File: config.mk
export PLATFORM = sky130hd
export DESIGN_NAME = pwr_wdog_seq
export DESIGN_NICKNAME = d
export VERILOG_FILES = /design/src/rtl/pws_pkg.sv /design/src/rtl/pws_serial_rx.sv /design/src/rtl/pws_regfile.sv /design/src/rtl/pws_seq.sv /design/src/rtl/pws_pwm.sv /design/src/rtl/pwr_wdog_seq.sv
export SDC_FILE = /design/constraint.sdc
export NUM_CORES = 1
export LEC_CHECK = 0
export ABC_AREA = 1
export ABC_CLOCK_PERIOD_IN_PS = 5000
export BUFFER_PORTS_ARGS = -buffer_cell sky130_fd_sc_hd__buf_2
export CAP_MARGIN = 20
export CORE_MARGIN = 1.5
export CORE_UTILIZATION = 63
export DETAILED_ROUTE_END_ITERATION = 8
export HOLD_SLACK_MARGIN = 0.02
export PLACE_DENSITY_LB_ADDON = 0.1
export SLEW_MARGIN = 25
export SYNTH_ARGS = -nofsm -noshare
export SYNTH_HDL_FRONTEND = slang
export SYNTH_SLANG_ARGS = --single-unit
File: constraint.sdc
create_clock -name clk_i -period 5 [get_ports clk_i]
set_input_delay 1.25 -clock clk_i [delete_from_list [all_inputs] [get_ports clk_i]]
set_output_delay 1.25 -clock clk_i [all_outputs]
set_load 0.02 [all_outputs]
File: src/rtl/pws_pkg.sv
package pws_pkg;
  localparam int ADDR_W = 8;
  localparam int DATA_W = 8;

  localparam logic [ADDR_W-1:0] A_WD_LEN  = 8'h01;
  localparam logic [ADDR_W-1:0] A_WD_ACK  = 8'h02;
  localparam logic [ADDR_W-1:0] A_RST_LVL = 8'h03;
  localparam logic [ADDR_W-1:0] A_SLP_CFG = 8'h04;
  localparam logic [ADDR_W-1:0] A_MEAS    = 8'h05;
  localparam logic [ADDR_W-1:0] A_PWM     = 8'h06;

  typedef enum logic [1:0] {
    PS_OFF = 2'd0,
    PS_PON = 2'd1,
    PS_RUN = 2'd2
  } pstate_e;

  typedef struct packed {
    logic [ADDR_W-1:0] addr;
    logic [DATA_W-1:0] data;
  } wr_t;
endpackage

File: src/rtl/pws_serial_rx.sv
module pws_serial_rx import pws_pkg::*; (
  input  logic clk_i,
  input  logic rst_ni,
  input  logic csn_i,
  input  logic sclk_i,
  input  logic sdat_i,
  output logic wr_vld_o,
  output wr_t  wr_o
);
  localparam int FRAME_W = ADDR_W + DATA_W;
  localparam int CNT_W   = $clog2(FRAME_W);

  logic [2:0] csn_q, sclk_q;
  logic [1:0] sdat_q;
  logic       csn_s, sdat_s, rise;
  logic [CNT_W-1:0]   cnt_q;
  logic [FRAME_W-1:0] sh_q;

  assign csn_s  = csn_q[1];
  assign sdat_s = sdat_q[1];
  assign rise   = sclk_q[1] & ~sclk_q[2];

  always_ff @(posedge clk_i or negedge rst_ni) begin
    if (!rst_ni) begin
      csn_q  <= '1;
      sclk_q <= '0;
      sdat_q <= '0;
    end else begin
      csn_q  <= {csn_q[1:0], csn_i};
      sclk_q <= {sclk_q[1:0], sclk_i};
      sdat_q <= {sdat_q[0], sdat_i};
    end
  end

  always_ff @(posedge clk_i or negedge rst_ni) begin
    if (!rst_ni) begin
      cnt_q    <= '0;
      sh_q     <= '0;
      wr_vld_o <= 1'b0;
      wr_o     <= '0;
    end else begin
      wr_vld_o <= 1'b0;
      if (csn_s) begin
        cnt_q <= '0;
      end else if (rise) begin
        sh_q <= {sh_q[FRAME_W-2:0], sdat_s};
        if (cnt_q == CNT_W'(FRAME_W-1)) begin
          cnt_q    <= '0;
          wr_vld_o <= 1'b1;
          wr_o     <= {sh_q[FRAME_W-2:0], sdat_s};
        end else begin
          cnt_q <= cnt_q + 1'b1;
        end
      end
    end
  end

  // a frame strobe needs a fresh clock rise, so never two in a row
  a_r1_strobe_single: assert property (@(posedge clk_i) disable iff (!rst_ni)
    wr_vld_o |=> !wr_vld_o);
endmodule

File: src/rtl/pws_regfile.sv
module pws_regfile import pws_pkg::*; #(
  parameter int unsigned        WD_LEN_DEF  = 32,
  parameter logic [DATA_W-1:0]  RST_LVL_DEF = 8'h33
) (
  input  logic              clk_i,
  input  logic              rst_ni,
  input  logic              pwr_off_i,
  input  logic              wr_vld_i,
  input  wr_t               wr_i,
  output logic [DATA_W-1:0] wd_len_o,
  output logic              wd_restart_o,
  output logic              wd_kill_o,
  output logic [DATA_W-1:0] rst_lvl_o,
  output logic [1:0]        slp_cfg_o,
  output logic [1:0]        meas_o,
  output logic [DATA_W-1:0] pwm_duty_o,
  output logic              pwm_set_o
);
  logic wr_ok;
  assign wr_ok = wr_vld_i & ~pwr_off_i;

  assign wd_kill_o    = wr_ok && wr_i.addr == A_WD_LEN && wr_i.data == '0;
  assign wd_restart_o = wr_ok && (wr_i.addr == A_WD_ACK ||
                                  (wr_i.addr == A_WD_LEN && wr_i.data != '0));

  always_ff @(posedge clk_i or negedge rst_ni) begin
    if (!rst_ni) begin
      wd_len_o   <= DATA_W'(WD_LEN_DEF);
      rst_lvl_o  <= RST_LVL_DEF;
      slp_cfg_o  <= '0;
      meas_o     <= '0;
      pwm_duty_o <= '0;
      pwm_set_o  <= 1'b0;
    end else if (pwr_off_i) begin
      wd_len_o   <= DATA_W'(WD_LEN_DEF);
      slp_cfg_o  <= '0;
      meas_o     <= '0;
      pwm_duty_o <= '0;
      pwm_set_o  <= 1'b0;
    end else if (wr_vld_i) begin
      unique case (wr_i.addr)
        A_WD_LEN:  if (wr_i.data != '0) wd_len_o <= wr_i.data;
        A_RST_LVL: rst_lvl_o <= wr_i.data;
        A_SLP_CFG: slp_cfg_o <= wr_i.data[1:0];
        A_MEAS:    meas_o    <= wr_i.data[1:0];
        A_PWM: begin
          pwm_duty_o <= wr_i.data;
          pwm_set_o  <= 1'b1;
        end
        default: ;
      endcase
    end
  end

  // after any off cycle the length is back at its default
  a_r6_len_default: assert property (@(posedge clk_i) disable iff (!rst_ni)
    pwr_off_i |=> wd_len_o == DATA_W'(WD_LEN_DEF));
  // first PWM write latches the set flag while powered
  a_r7_pwm_set: assert property (@(posedge clk_i) disable iff (!rst_ni)
    wr_ok && wr_i.addr == A_PWM |=> pwm_set_o);
endmodule

File: src/rtl/pws_seq.sv
module pws_seq import pws_pkg::*; #(
  parameter int unsigned TICK_DIV  = 32,
  parameter int unsigned WD_SCALE  = 1000,
  parameter int unsigned PON_TICKS = 100
) (
  input  logic              clk_i,
  input  logic              rst_ni,
  input  logic              wake_i,
  input  logic [DATA_W-1:0] wd_len_i,
  input  logic              wd_restart_i,
  input  logic              wd_kill_i,
  output pstate_e           state_o
);
  localparam int DIV_W = (TICK_DIV > 1) ? $clog2(TICK_DIV) : 1;
  localparam int PON_W = $clog2(PON_TICKS + 1);
  localparam int WD_W  = $clog2(256 * WD_SCALE + 1);
  localparam logic [WD_W-1:0] SCALE_V = WD_W'(WD_SCALE);

  logic [DIV_W-1:0] div_q;
  logic [PON_W-1:0] pon_q;
  logic [WD_W-1:0]  wd_q, wd_lim;
  logic tick, pon_done, expire, release_ev;
  pstate_e st_q, st_d;

  assign tick       = (div_q == DIV_W'(TICK_DIV - 1));
  assign pon_done   = tick && pon_q == PON_W'(PON_TICKS - 1);
  assign wd_lim     = {{(WD_W-DATA_W){1'b0}}, wd_len_i} * SCALE_V;
  assign expire     = st_q != PS_OFF && tick && (wd_q + WD_W'(1)) >= wd_lim;
  assign release_ev = st_q == PS_PON && pon_done;
  assign state_o    = st_q;

  always_ff @(posedge clk_i or negedge rst_ni) begin
    if (!rst_ni) div_q <= '0;
    else         div_q <= tick ? '0 : div_q + 1'b1;
  end

  always_comb begin
    st_d = st_q;
    unique case (st_q)
      PS_OFF: if (wake_i) st_d = PS_PON;
      PS_PON: begin
        if (wd_kill_i || expire) st_d = PS_OFF;
        else if (pon_done)       st_d = PS_RUN;
      end
      PS_RUN: if (wd_kill_i || expire) st_d = PS_OFF;
      default: st_d = PS_OFF;
    endcase
  end

  always_ff @(posedge clk_i or negedge rst_ni) begin
    if (!rst_ni) begin
      st_q  <= PS_OFF;
      pon_q <= '0;
      wd_q  <= '0;
    end else begin
      st_q <= st_d;
      if (st_q != PS_PON)  pon_q <= '0;
      else if (tick)       pon_q <= pon_q + 1'b1;
      // watchdog restarts itself on reset release
      if (st_q == PS_OFF || release_ev || wd_restart_i) wd_q <= '0;
      else if (tick)                                    wd_q <= wd_q + 1'b1;
    end
  end

  a_r2_wake: assert property (@(posedge clk_i) disable iff (!rst_ni)
    st_q == PS_OFF && wake_i |=> st_q == PS_PON);
  a_r3_run_via_pon: assert property (@(posedge clk_i) disable iff (!rst_ni)
    st_q == PS_RUN |-> $past(st_q) != PS_OFF);
  a_r4_expire_off: assert property (@(posedge clk_i) disable iff (!rst_ni)
    expire |=> st_q == PS_OFF);
  a_r5_kill_off: assert property (@(posedge clk_i) disable iff (!rst_ni)
    wd_kill_i && st_q != PS_OFF |=> st_q == PS_OFF);
  a_r6_stay_off: assert property (@(posedge clk_i) disable iff (!rst_ni)
    st_q == PS_OFF && !wake_i |=> st_q == PS_OFF);
endmodule

File: src/rtl/pws_pwm.sv
module pws_pwm #(
  parameter int PWM_W = 8
) (
  input  logic             clk_i,
  input  logic             rst_ni,
  input  logic             en_i,
  input  logic             force_i,
  input  logic [PWM_W-1:0] duty_i,
  output logic             pwm_o
);
  logic [PWM_W-1:0] cnt_q;

  always_ff @(posedge clk_i or negedge rst_ni) begin
    if (!rst_ni) cnt_q <= '0;
    else         cnt_q <= cnt_q + 1'b1;
  end

  assign pwm_o = force_i | (en_i & (cnt_q < duty_i));
endmodule

File: src/rtl/pwr_wdog_seq.sv
module pwr_wdog_seq import pws_pkg::*; #(
  parameter int unsigned       TICK_DIV    = 32,
  parameter int unsigned       WD_SCALE    = 1000,
  parameter int unsigned       PON_TICKS   = 100,
  parameter int unsigned       WD_LEN_DEF  = 32,
  parameter logic [DATA_W-1:0] RST_LVL_DEF = 8'h33
) (
  input  logic        clk_i,
  input  logic        rst_ni,
  input  logic        pwr_btn_ni,
  input  logic        chg_present_i,
  input  logic        bat_attach_i,
  input  logic        sleep_req_ni,
  input  logic        scs_ni,
  input  logic        sclk_i,
  input  logic        sdat_i,
  output logic        reg_vsl_en_o,
  output logic        reg_main_en_o,
  output logic        reg_aux_en_o,
  output logic        sys_rst_no,
  output logic        sleep_line_o,
  output logic        chg_det_o,
  output logic        chg_det_oe_o,
  output logic        meas_bat_o,
  output logic        meas_chg_o,
  output logic        chg_pwm_o,
  output logic [7:0]  rst_level_o
);
  logic [2:0] btn_q, chg_q, bat_q;
  logic wake, powered, in_rst, running;
  logic wr_vld, wd_restart, wd_kill, pwm_set;
  wr_t  wr;
  logic [DATA_W-1:0] wd_len, pwm_duty;
  logic [1:0] slp_cfg, meas;
  pstate_e state;

  always_ff @(posedge clk_i or negedge rst_ni) begin
    if (!rst_ni) begin
      btn_q <= '1;
      chg_q <= '0;
      bat_q <= '0;
    end else begin
      btn_q <= {btn_q[1:0], pwr_btn_ni};
      chg_q <= {chg_q[1:0], chg_present_i};
      bat_q <= {bat_q[1:0], bat_attach_i};
    end
  end

  // wake on edges only: held levels cannot restart after a watchdog trip
  assign wake = (btn_q[2] & ~btn_q[1]) | (chg_q[1] & ~chg_q[2]) | (bat_q[1] & ~bat_q[2]);

  pws_serial_rx u_rx (
    .clk_i, .rst_ni,
    .csn_i(scs_ni), .sclk_i, .sdat_i,
    .wr_vld_o(wr_vld), .wr_o(wr)
  );

  pws_regfile #(.WD_LEN_DEF(WD_LEN_DEF), .RST_LVL_DEF(RST_LVL_DEF)) u_regs (
    .clk_i, .rst_ni,
    .pwr_off_i(state == PS_OFF),
    .wr_vld_i(wr_vld), .wr_i(wr),
    .wd_len_o(wd_len), .wd_restart_o(wd_restart), .wd_kill_o(wd_kill),
    .rst_lvl_o(rst_level_o), .slp_cfg_o(slp_cfg), .meas_o(meas),
    .pwm_duty_o(pwm_duty), .pwm_set_o(pwm_set)
  );

  pws_seq #(.TICK_DIV(TICK_DIV), .WD_SCALE(WD_SCALE), .PON_TICKS(PON_TICKS)) u_seq (
    .clk_i, .rst_ni,
    .wake_i(wake), .wd_len_i(wd_len),
    .wd_restart_i(wd_restart), .wd_kill_i(wd_kill),
    .state_o(state)
  );

  assign powered = state != PS_OFF;
  assign in_rst  = state == PS_PON;
  assign running = state == PS_RUN;

  pws_pwm #(.PWM_W(DATA_W)) u_pwm (
    .clk_i, .rst_ni,
    .en_i(running), .force_i(in_rst | (running & ~pwm_set)),
    .duty_i(pwm_duty), .pwm_o(chg_pwm_o)
  );

  assign sys_rst_no    = running;
  assign sleep_line_o  = in_rst | (running & sleep_req_ni);
  assign reg_vsl_en_o  = powered;
  assign reg_main_en_o = powered & (sleep_line_o | slp_cfg[0]);
  assign reg_aux_en_o  = powered & (sleep_line_o | slp_cfg[1]);
  assign chg_det_oe_o  = running;
  assign chg_det_o     = running & chg_q[1];
  assign meas_bat_o    = running & meas[0];
  assign meas_chg_o    = running & meas[1];

  a_r2_off_all_down: assert property (@(posedge clk_i) disable iff (!rst_ni)
    !reg_vsl_en_o |-> !sys_rst_no && !reg_main_en_o && !reg_aux_en_o);
  a_r7_pwm_forced: assert property (@(posedge clk_i) disable iff (!rst_ni)
    reg_vsl_en_o && !sys_rst_no |-> chg_pwm_o);
  a_r8_sleep_held: assert property (@(posedge clk_i) disable iff (!rst_ni)
    reg_vsl_en_o && !sys_rst_no |-> sleep_line_o);
  a_r9_det_input: assert property (@(posedge clk_i) disable iff (!rst_ni)
    !sys_rst_no |-> !chg_det_oe_o && !chg_det_o);
  a_r10_meas_open: assert property (@(posedge clk_i) disable iff (!rst_ni)
    !sys_rst_no |-> !meas_bat_o && !meas_chg_o);
  a_r11_vsl_powered: assert property (@(posedge clk_i) disable iff (!rst_ni)
    (reg_main_en_o || reg_aux_en_o) |-> reg_vsl_en_o);
endmodule

### Yosys cells after proc, flatten, opt, wreduce, memory -nomap -nowiden

Index checks and enable logic that the tools add are counted.

* bits in registers: 121
* logic and storage cells: 137
* output and inout port bits: 18
* input port bits: 9

* bitwise logic cells: 27
* add/subtract/negate cells: 5
* muxes and demuxes: 32
* reduce and logical (&&, ||, !) cells: 33
* $lt $le $gt $ge: 2
* eq/ne operators: 15
* multipliers: 1

Operator list (number)
* 8-bit two-way mux: 7
* 18-bit two-way mux: 2
* 8-bit by 3-bit == test with 1-bit output, second input constant: 3
* 2-bit two-way mux: 10
* 2-bit nonzero test: 10
* 18-bit by 1-bit adder with 18-bit output, second input constant: 1
* 18-bit >= comparator: 1
* 8-bit by 2-bit == test with 1-bit output, second input constant: 2
* 8-bit by 7-bit multiplier with 15-bit output, second input constant: 1
* 7-bit two-way mux: 2
* 1-bit bitwise AND: 13
* 4-bit two-way mux: 3
* 3-bit AND reduction: 4
* 8-bit by 1-bit adder with 8-bit output, second input constant: 1
* 8-bit by 1-bit == test with 1-bit output, second input constant: 1
* 1-bit logical AND: 8
* 8-bit logical NOT: 1
* 8-bit less-than comparator: 1
* 2-bit AND reduction: 4
* 8-bit nonzero test: 1
* 7-bit by 1-bit adder with 7-bit output, second input constant: 1
* 7-bit == test, second input constant: 1
* 1-bit inverter: 7
* 1-bit bitwise OR: 7
* 13 further kinds: 23

### Logic depth before layout (Yosys ltp)

Gate-level depths: netlist of run 1.

* word-level depth: 8
* mapped depth: 25
* depth with buffers taken out: 25

### Modules after synthesis

A second synthesis of run 1 with hierarchy kept.

* cells, all modules: 877
* area, all modules: 7557.2 sq um

By module, submodules not included
* pws_seq: sequential area each 800.8 sq um, cells each 430, area each 3555.9 sq um, instances 1
* pws_serial_rx: sequential area each 1078.5 sq um, cells each 169, area each 1644.1 sq um, instances 1
* pws_regfile: sequential area each 732.0 sq um, cells each 177, area each 1475.2 sq um, instances 1
* pws_pwm: sequential area each 200.2 sq um, cells each 62, area each 520.5 sq um, instances 1
* pwr_wdog_seq: sequential area each 229.0 sq um, cells each 39, area each 361.6 sq um, instances 1

### Worst setup path after synthesis of run 1

OpenSTA, ideal clock, no wires.

* path type: register -> register
* start point: reg u_regs.wd_len_o[0]
* end point: reg u_seq.st_q[0] (netlist: u_seq.state_o[0])
* clock period less this slack: 4577 ps
* setup time: 136 ps
* arrival time: 4440 ps
* setup slack: 423 ps
* path buffers: 0
* stages on the path, launching flop included: 25
* data required time: 4864 ps
* cell sequence: dfrtp_1 -> fa_1 -> xor2_1 -> ha_1 -> fa_1 -> inv_1 -> fa_1 -> inv_1 -> ha_1 -> nand2_1 -> o21ai_0 -> nand2_1 -> nand2_1 -> a31oi_1 -> xor2_1 -> ha_1 -> nand2_1 -> nor2_1 -> nand2_1 -> nor2_1 -> nor2_1 -> nand2_1 -> nand2_1 -> nand3_1 -> a21oi_1

* longest elaborated chain between the ends: 6
* elaborated cells between the ends (all ways): 9
* those cells by class: mul: 1; order compare: 1; eq/ne: 2; mux: 2; reduce/logical: 3

RTL lines
* start: declaration: RTL line pws_regfile.sv:10 `output logic [DATA_W-1:0] wd_len_o,`
* start signal: assignment: RTL line pws_regfile.sv:28 `wd_len_o <= DATA_W'(WD_LEN_DEF);`
* start signal: assignment: RTL line pws_regfile.sv:35 `wd_len_o <= DATA_W'(WD_LEN_DEF);`
* start signal: assignment: RTL line pws_regfile.sv:42 `A_WD_LEN: if (wr_i.data != '0) wd_len_o <= wr_i.data;`
* 8-bit by 7-bit multiplier with 15-bit output (*): RTL line pws_seq.sv:27 `assign wd_lim = {{(WD_W-DATA_W){1'b0}}, wd_len_i} * SCALE_V;`
* 18-bit >= comparator (*): RTL line pws_seq.sv:28 `assign expire = st_q != PS_OFF && tick && (wd_q + WD_W'(1)) >= wd_lim;`
* 1-bit logical AND (*): RTL line pws_seq.sv:28
* 1-bit logical OR (*): RTL line pws_seq.sv:42, pws_seq.sv:45
* 3-bit by 1-bit inequality test with 1-bit output (no source line) (tied with other cells)
* 3-bit AND reduction (no source line) or 2-bit one-hot mux with 3 select lines (tied branches)
* end signal: assignment: RTL line pws_seq.sv:56 `st_q <= st_d;`
* end: declaration: RTL line pws_seq.sv:23 `pstate_e st_q, st_d;`

Mark *: on every way between the ends. The rest lies on a longest branch, timed or not.
A chain may end at the register's enable or synchronous reset.

### Worst setup path in the final report of run 1

* start point: reg u_regs.wd_len_o[1]
* end point: reg u_seq.st_q[1] (netlist: u_seq.state_o[1])

The elaborated chain is that of the path after synthesis.

==> flow_summary.ini, run 1 <==
[outcome]
run_status = finished, final reports clean

[clock_network]
cts_tree = yes
ctsLongestPathBuffers = 2
clock-sinks = 121
htreeDepth = 4
numCtsBuffers = 17
clockRootBuffer = clkbuf_16
clock_latency_ns = 0.42
clkTransAtPathRegs_ns = 0.06

[placed_design]
io_buffers = 26
place.gp.congestion = 0.859
dp.cells = 964
dp_hpwl_um = 10300
placed_cell_area_mm2 = 0.00737

[global_route]
grt_max_degree = 73
grt_pass1_vias = 5148
grt-ovfl-total = 0
track_usage = 0.264
grt_pass1_wl_um = 23900
antenna_found_initial = 0

[route]
drc = 0
wirelength_um = 14400
viasPerCell = 5.35
first_pass_iters = 5
routedWlPerCell_um = 14.4
drtAntennaViolNets = 0
dr.first_iter.drc_count = 262
via_count = 5344

[yosys]
synth_cell_types = 40
ys_warn_count = 0
yosysTopAreaCell = dfrtp_1
synth_top_family_by_area = simple AND/OR/NAND/NOR gates
synthFlopType = dfrtp_1
synth_commonest_cells = 191 x nand2_1, 125 x inv_1, 111 x dfrtp_1
synthTopCellsByArea = dfrtp_1 39%, ha_1 12%, nand2_1 10%
synth_area_per_cell_um2 = 8.82
synth_compound_area_frac = 0.0919
synth-edff-count = 0
synth_most_common_cell = nand2_1
synth_top_area_frac = 0.391
synth-simple-area-share = 0.183
synth_seq_cells = 121
syn_inst = 805
synth-seq-area-share = 0.428
synth_fa_ha_area_frac = 0.177
synthMuxAreaShare = 0
async_reset_ff_frac = 1.00
syn-cell-area_mm2 = 0.00710
synth_xor_area_frac = 0.0419
syn_nets = 902

[pwr]
p_per_area_mw_per_mm2 = 311
p_leak_nw = 4.11
ir_worst_vdd_mv = 0.315

[cells_and_area]
drive_gt1_frac = 0.122
stdcell_area_mm2 = 0.00802
final_cells = 999
area_growth_pct = 12.9
final_nets = 943
fillers = 843
utilization = 0.733
diodes = 0

[timing]
slew_headroom = 0.539
fin_crit_sh = 0.955
finalSetupViolCount = 0
skew_ns = 0.0117
fin_crit_ns = 4.77
clock.fmax_mhz = 209
final_hold_viol_count = 0
slew_viol_final = 0
tightest_slew_ns = 0.692

[min_path]
hold_path.class = reg2reg

[die]
core_mm2 = 0.0109
start_util = 0.650
die_h_um = 109
die_area_mm2 = 0.0119
die_w_um = 109
num_rows = 38
io_pins = 27

[run]
cap_violations = 0

[worst_setup_path]
worst_setup_path_start_kind = flip-flop
critical_path_class = reg2reg
critPathCaptureType = flip-flop
arrival_ns = 5.12
required_ns = 5.35
critical_path.max_fanout = 6
[through the flow]
stage                     hold slack [ns]  TNS, ns  total power [mW]  worst slack [ns]
after global placement              0.333        0              1.38             0.224
final                               0.349        0              2.49             0.226
after floorplan                     0.331        0              1.29             0.423
after global routing                0.360  -0.0625              2.59           -0.0398
after CTS                           0.354        0              2.51            0.0285
after detailed placement            0.342        0              1.39            0.0528
[timing repair]
item,CTS,global route
hold buffers,0,0
hold endpoints to repair,0,0
gates resized for setup,0,17
endpoints found under the setup margin,0,2
buffers inserted,0,3
[cells in the final DEF (no fill, tap or decap), drive strengths merged, types with 4 or more instances in the layout]
master and n:
buf 34, nor3 6, dfrtp 111, xor2 24, ha 67, o22ai 4
o31ai 4, clkbuf 20, nor2 62, o21ai 72, a21o 4, inv 128
a21oi 22, clkinv 5, dfstp 10, clkinvlp 6, nand3 25, fa 21
xnor2 10, nand2 195, nand4 14
[routing by layer]
metal / vias to the layer above / track usage / share of wire
met5: - / 0 / 0
met4: 0 / 0.109 / 0.022
met3: 24 / 0.0705 / 0.043
met2: 103 / 0.420 / 0.48
met1: 2556 / 0.343 / 0.45
li1: 2661 / - / -
[cell families after synthesis]
kind of cell,count (synthesis)
adders and majority gates,88
AOI/OAI and AO/OA,118
and+or+nand+nor,305
xor gates and xnor gates,34
DFF,121
buffers and inverters,139
[state kept, by name, indices dropped and copies added, names as in the netlist, 3 cells and up]
signal             cells
u_pwm.cnt_q            8
u_seq.div_q            5
u_regs.pwm_duty_o      8
u_rx.sclk_q            3
u_rx.wr_o             16
u_regs.rst_lvl_o       8
bat_q                  3
u_rx.sh_q             15
chg_q                  3
u_seq.wd_q            18
u_rx.cnt_q             4
u_seq.pon_q            7
btn_q                  3
u_regs.wd_len_o        8
[report_power, final]
group	internal [mW]	switching, mW	total [mW]
sequential	1.01	0.0241	1.04
clock	0.661	0.456	1.12
combinational	0.0832	0.254	0.337
total	1.76	0.733	2.49
[critical path: stages, from the launching register on]
cell	delay [ns]
dfrtp_2	0.46
fa_1	0.60
xor2_1	0.17
ha_1	0.27
fa_1	0.51
inv_1	0.05
fa_1	0.49
inv_1	0.06
ha_4	0.29
nand2_1	0.08
o21ai_2	0.16
nand2_1	0.08
nand2_2	0.09
a31oi_2	0.10
xor2_1	0.15
ha_1	0.27
nand2_1	0.07
nor2_2	0.10
nand2_1	0.08
nor2_1	0.13
nor2_1	0.06
nand2_1	0.09
nand2_1	0.08
nand3_1	0.09
nand2_1	0.06
nor2_1	0.08
[path summary, 6_finish.rpt]
| kind | start | to | slack, ns | cells after the start |
|---|---|---|---|---|
| max | u_regs.wd_len_o[1] | u_seq.state_o[1] | 0.23 | 25 |
| min | u_rx.sdat_q[0] | u_rx.sdat_q[1] | 0.35 | 0 |
| max reg2reg | u_regs.wd_len_o[1] | u_seq.state_o[1] | 0.23 | 25 |
| min reg2reg | u_rx.sdat_q[0] | u_rx.sdat_q[1] | 0.35 | 0 |
| max in group asynchronous | rst_ni | btn_q[0] | 3.33 | 2 |
| min in group asynchronous | rst_ni | u_seq.pon_q[2] | 0.83 | 1 |
[final cells by class]
cell class                      instances  area [µm²]  share of cell area
Tap cell                              140         175              0.0218
Timing Repair Buffer                   34         196              0.0245
Clock inverter                         12        93.8              0.0117
Sequential cell                       121        3040               0.380
Inverter                              127         477              0.0595
Multi-Input combinational cell        545        3570               0.446
Clock buffer                           20         457              0.0570
Power figures use the tool's default switching activity.
==> inputs of run 2 (changes only) <==
- ABC_CLOCK_PERIOD_IN_PS: 5000 -> 5600
- CORE_UTILIZATION: 63 -> 66
- PLACE_DENSITY: unset -> 0.84
- PLACE_DENSITY_LB_ADDON: 0.1 -> unset
- clock period: 5 -> 5.6 ns (I/O delays scaled with it)
==> run 2 against run 1 <==
  * Worst setup slack gained 0.41 ns
  * Utilization grew 3.1 points
  * Global-route usage grew 1.7 points
  * Sequential power shrank 11%
  * Hold slack lost 0.0011 ns
  * Die area shrank 4.4%
  * Clock power shrank 9%
  * Via count grew 2.0%
  * Final cell count shrank 0.90%
  * Clock skew shrank 0.0058 ns
  * Critical path type unchanged
==> flow_summary.ini, run 2 (synthesis results as in run 1) <==
[route]
viasPerCell = 5.51
via_count = 5451
wirelength_um = 14600
routedWlPerCell_um = 14.7
drtAntennaViolNets = 0
drc = 0
dr.first_iter.drc_count = 372
first_pass_iters = 5

[cells_and_area]
utilization = 0.764
multiInputGateArea_mm2 = 0.00351
final_nets = 938
stdcell_area_mm2 = 0.00793
seqCellArea_mm2 = 0.00304
largest_registers = u_seq.wd_q (18), u_rx.wr_o (16), u_rx.sh_q (15)
drive_gt1_frac = 0.102
fillers = 716
final_cell_mix = 191 x nand2_1, 125 x inv_1, 111 x dfrtp_1
area_growth_pct = 11.6
top_register = u_seq.wd_q
diodes = 0
largest_reg_flops = 18
layout_commonest_cell = nand2_1

[timing]
rsz0062_at_grt = false
fin_ws_ns = 0.632
tightest_slew_ns = 0.845
slew_viol_final = 0
clock.fmax_mhz = 201
skew_ns = 0.00585
fin_tns_setup_ns = 0
final_hold_viol_count = 0
finalSetupViolCount = 0
slew_headroom = 0.437
fin_crit_sh = 0.887
fin_crit_ns = 4.97

[pwr]
ir_worst_vdd_mv = 0.299
p_leak_nw = 4.10
finalPower_mw = 2.25
p_per_area_mw_per_mm2 = 284

[clock_network]
cts_tree = yes
clkTransAtPathRegs_ns = 0.06
ctsLongestPathBuffers = 2
cts.repair.resized = 0
clockRootBuffer = clkbuf_8
numCtsBuffers = 17
htreeDepth = 4
post_cts_buffers = 0
clock_latency_ns = 0.52
ctsHoldBuffers = 0
clock-sinks = 121

[global_route]
grtUsageMet3 = 0.0571
grt_pass1_wl_um = 24900
busiest_layer = met2
grt_pass1_vias = 5509
gr-usage-met2 = 0.467
use_met1 = 0.359
antenna_found_initial = 0
track_usage = 0.281
grt_max_degree = 70
grt-ovfl-total = 0

[min_path]
min_to = chg_q[1]
hold_path_depth = 0
hold_path.class = reg2reg
hold_path.startpoint = chg_q[0]

[worst_setup_path]
crit_family = adder cells
arrival_ns = 5.42
critical_path_class = reg2reg
r2r_cells = 25
cpPeakStageDelay_ns = 0.63
crit_buf_inv = 2
rr_startpoint = u_regs.wd_len_o[0]
reg2reg_to = u_seq.state_o[1]
crit_top_cell = nand2_1
worstSetupStartpoint = u_regs.wd_len_o[0]
required_ns = 6.05
worst_setup_path_start_kind = flip-flop
cp_slowest_cell = fa_1
worst-r2r-setup-slack_ns = 0.63
critPathCaptureType = flip-flop
critical_path.max_fanout = 7

[placed_design]
place.gp.congestion = 0.879
io_buffers = 26
placed_cell_area_mm2 = 0.00735
place_ws_ns = 0.685
dp_hpwl_um = 10500

[die]
io_pins = 27
die_h_um = 107
start_util = 0.685
num_rows = 37
core_mm2 = 0.0104
die_area_mm2 = 0.0114
die_w_um = 107

[outcome]
run_status = finished, final reports clean

[run]
cap_violations = 0
-- run 2: routing by layer --
layer / wire (µm) / up-vias
li1: - / 2650
met1: 6240 / 2617
met2: 7220 / 150
met3: 721 / 34
met4: 370 / 0
met5: 0 / -
-- run 2: how the worst max path moves through the flow --
stage                                  end  slack, ns  cells past startpoint
after floorplan           u_seq.state_o[0]       1.02                     24
after global placement    u_seq.state_o[0]       0.82                     24
after detailed placement  u_seq.state_o[1]       0.68                     25
after CTS                 u_seq.state_o[1]       0.65                     25
after global routing      u_seq.state_o[1]       0.17                     25
final                     u_seq.state_o[1]       0.63                     25
-- run 2: stage by stage --
step,instances,hold WS [ns]
after global routing,990,0.353
after floorplan,805,0.331
after detailed placement,958,0.337
after CTS,990,0.349
final,990,0.348
after global placement,958,0.335
-- run 2: power by group --
group,internal (mW),total [mW],leakage [nW],switching [mW]
logic,0.0740,0.306,2.24,0.232
clock network,0.626,1.02,0.270,0.396
registers,0.905,0.925,1.60,0.0203
-- run 2: layout make-up --
type                            instances  area share
Clock buffer                           20      0.0575
Clock inverter                         12      0.0148
Inverter                              127      0.0601
Multi-Input combinational cell        545       0.443
Sequential cell                       121       0.384
Tap cell                              136      0.0215
Timing Repair Buffer                   29      0.0196
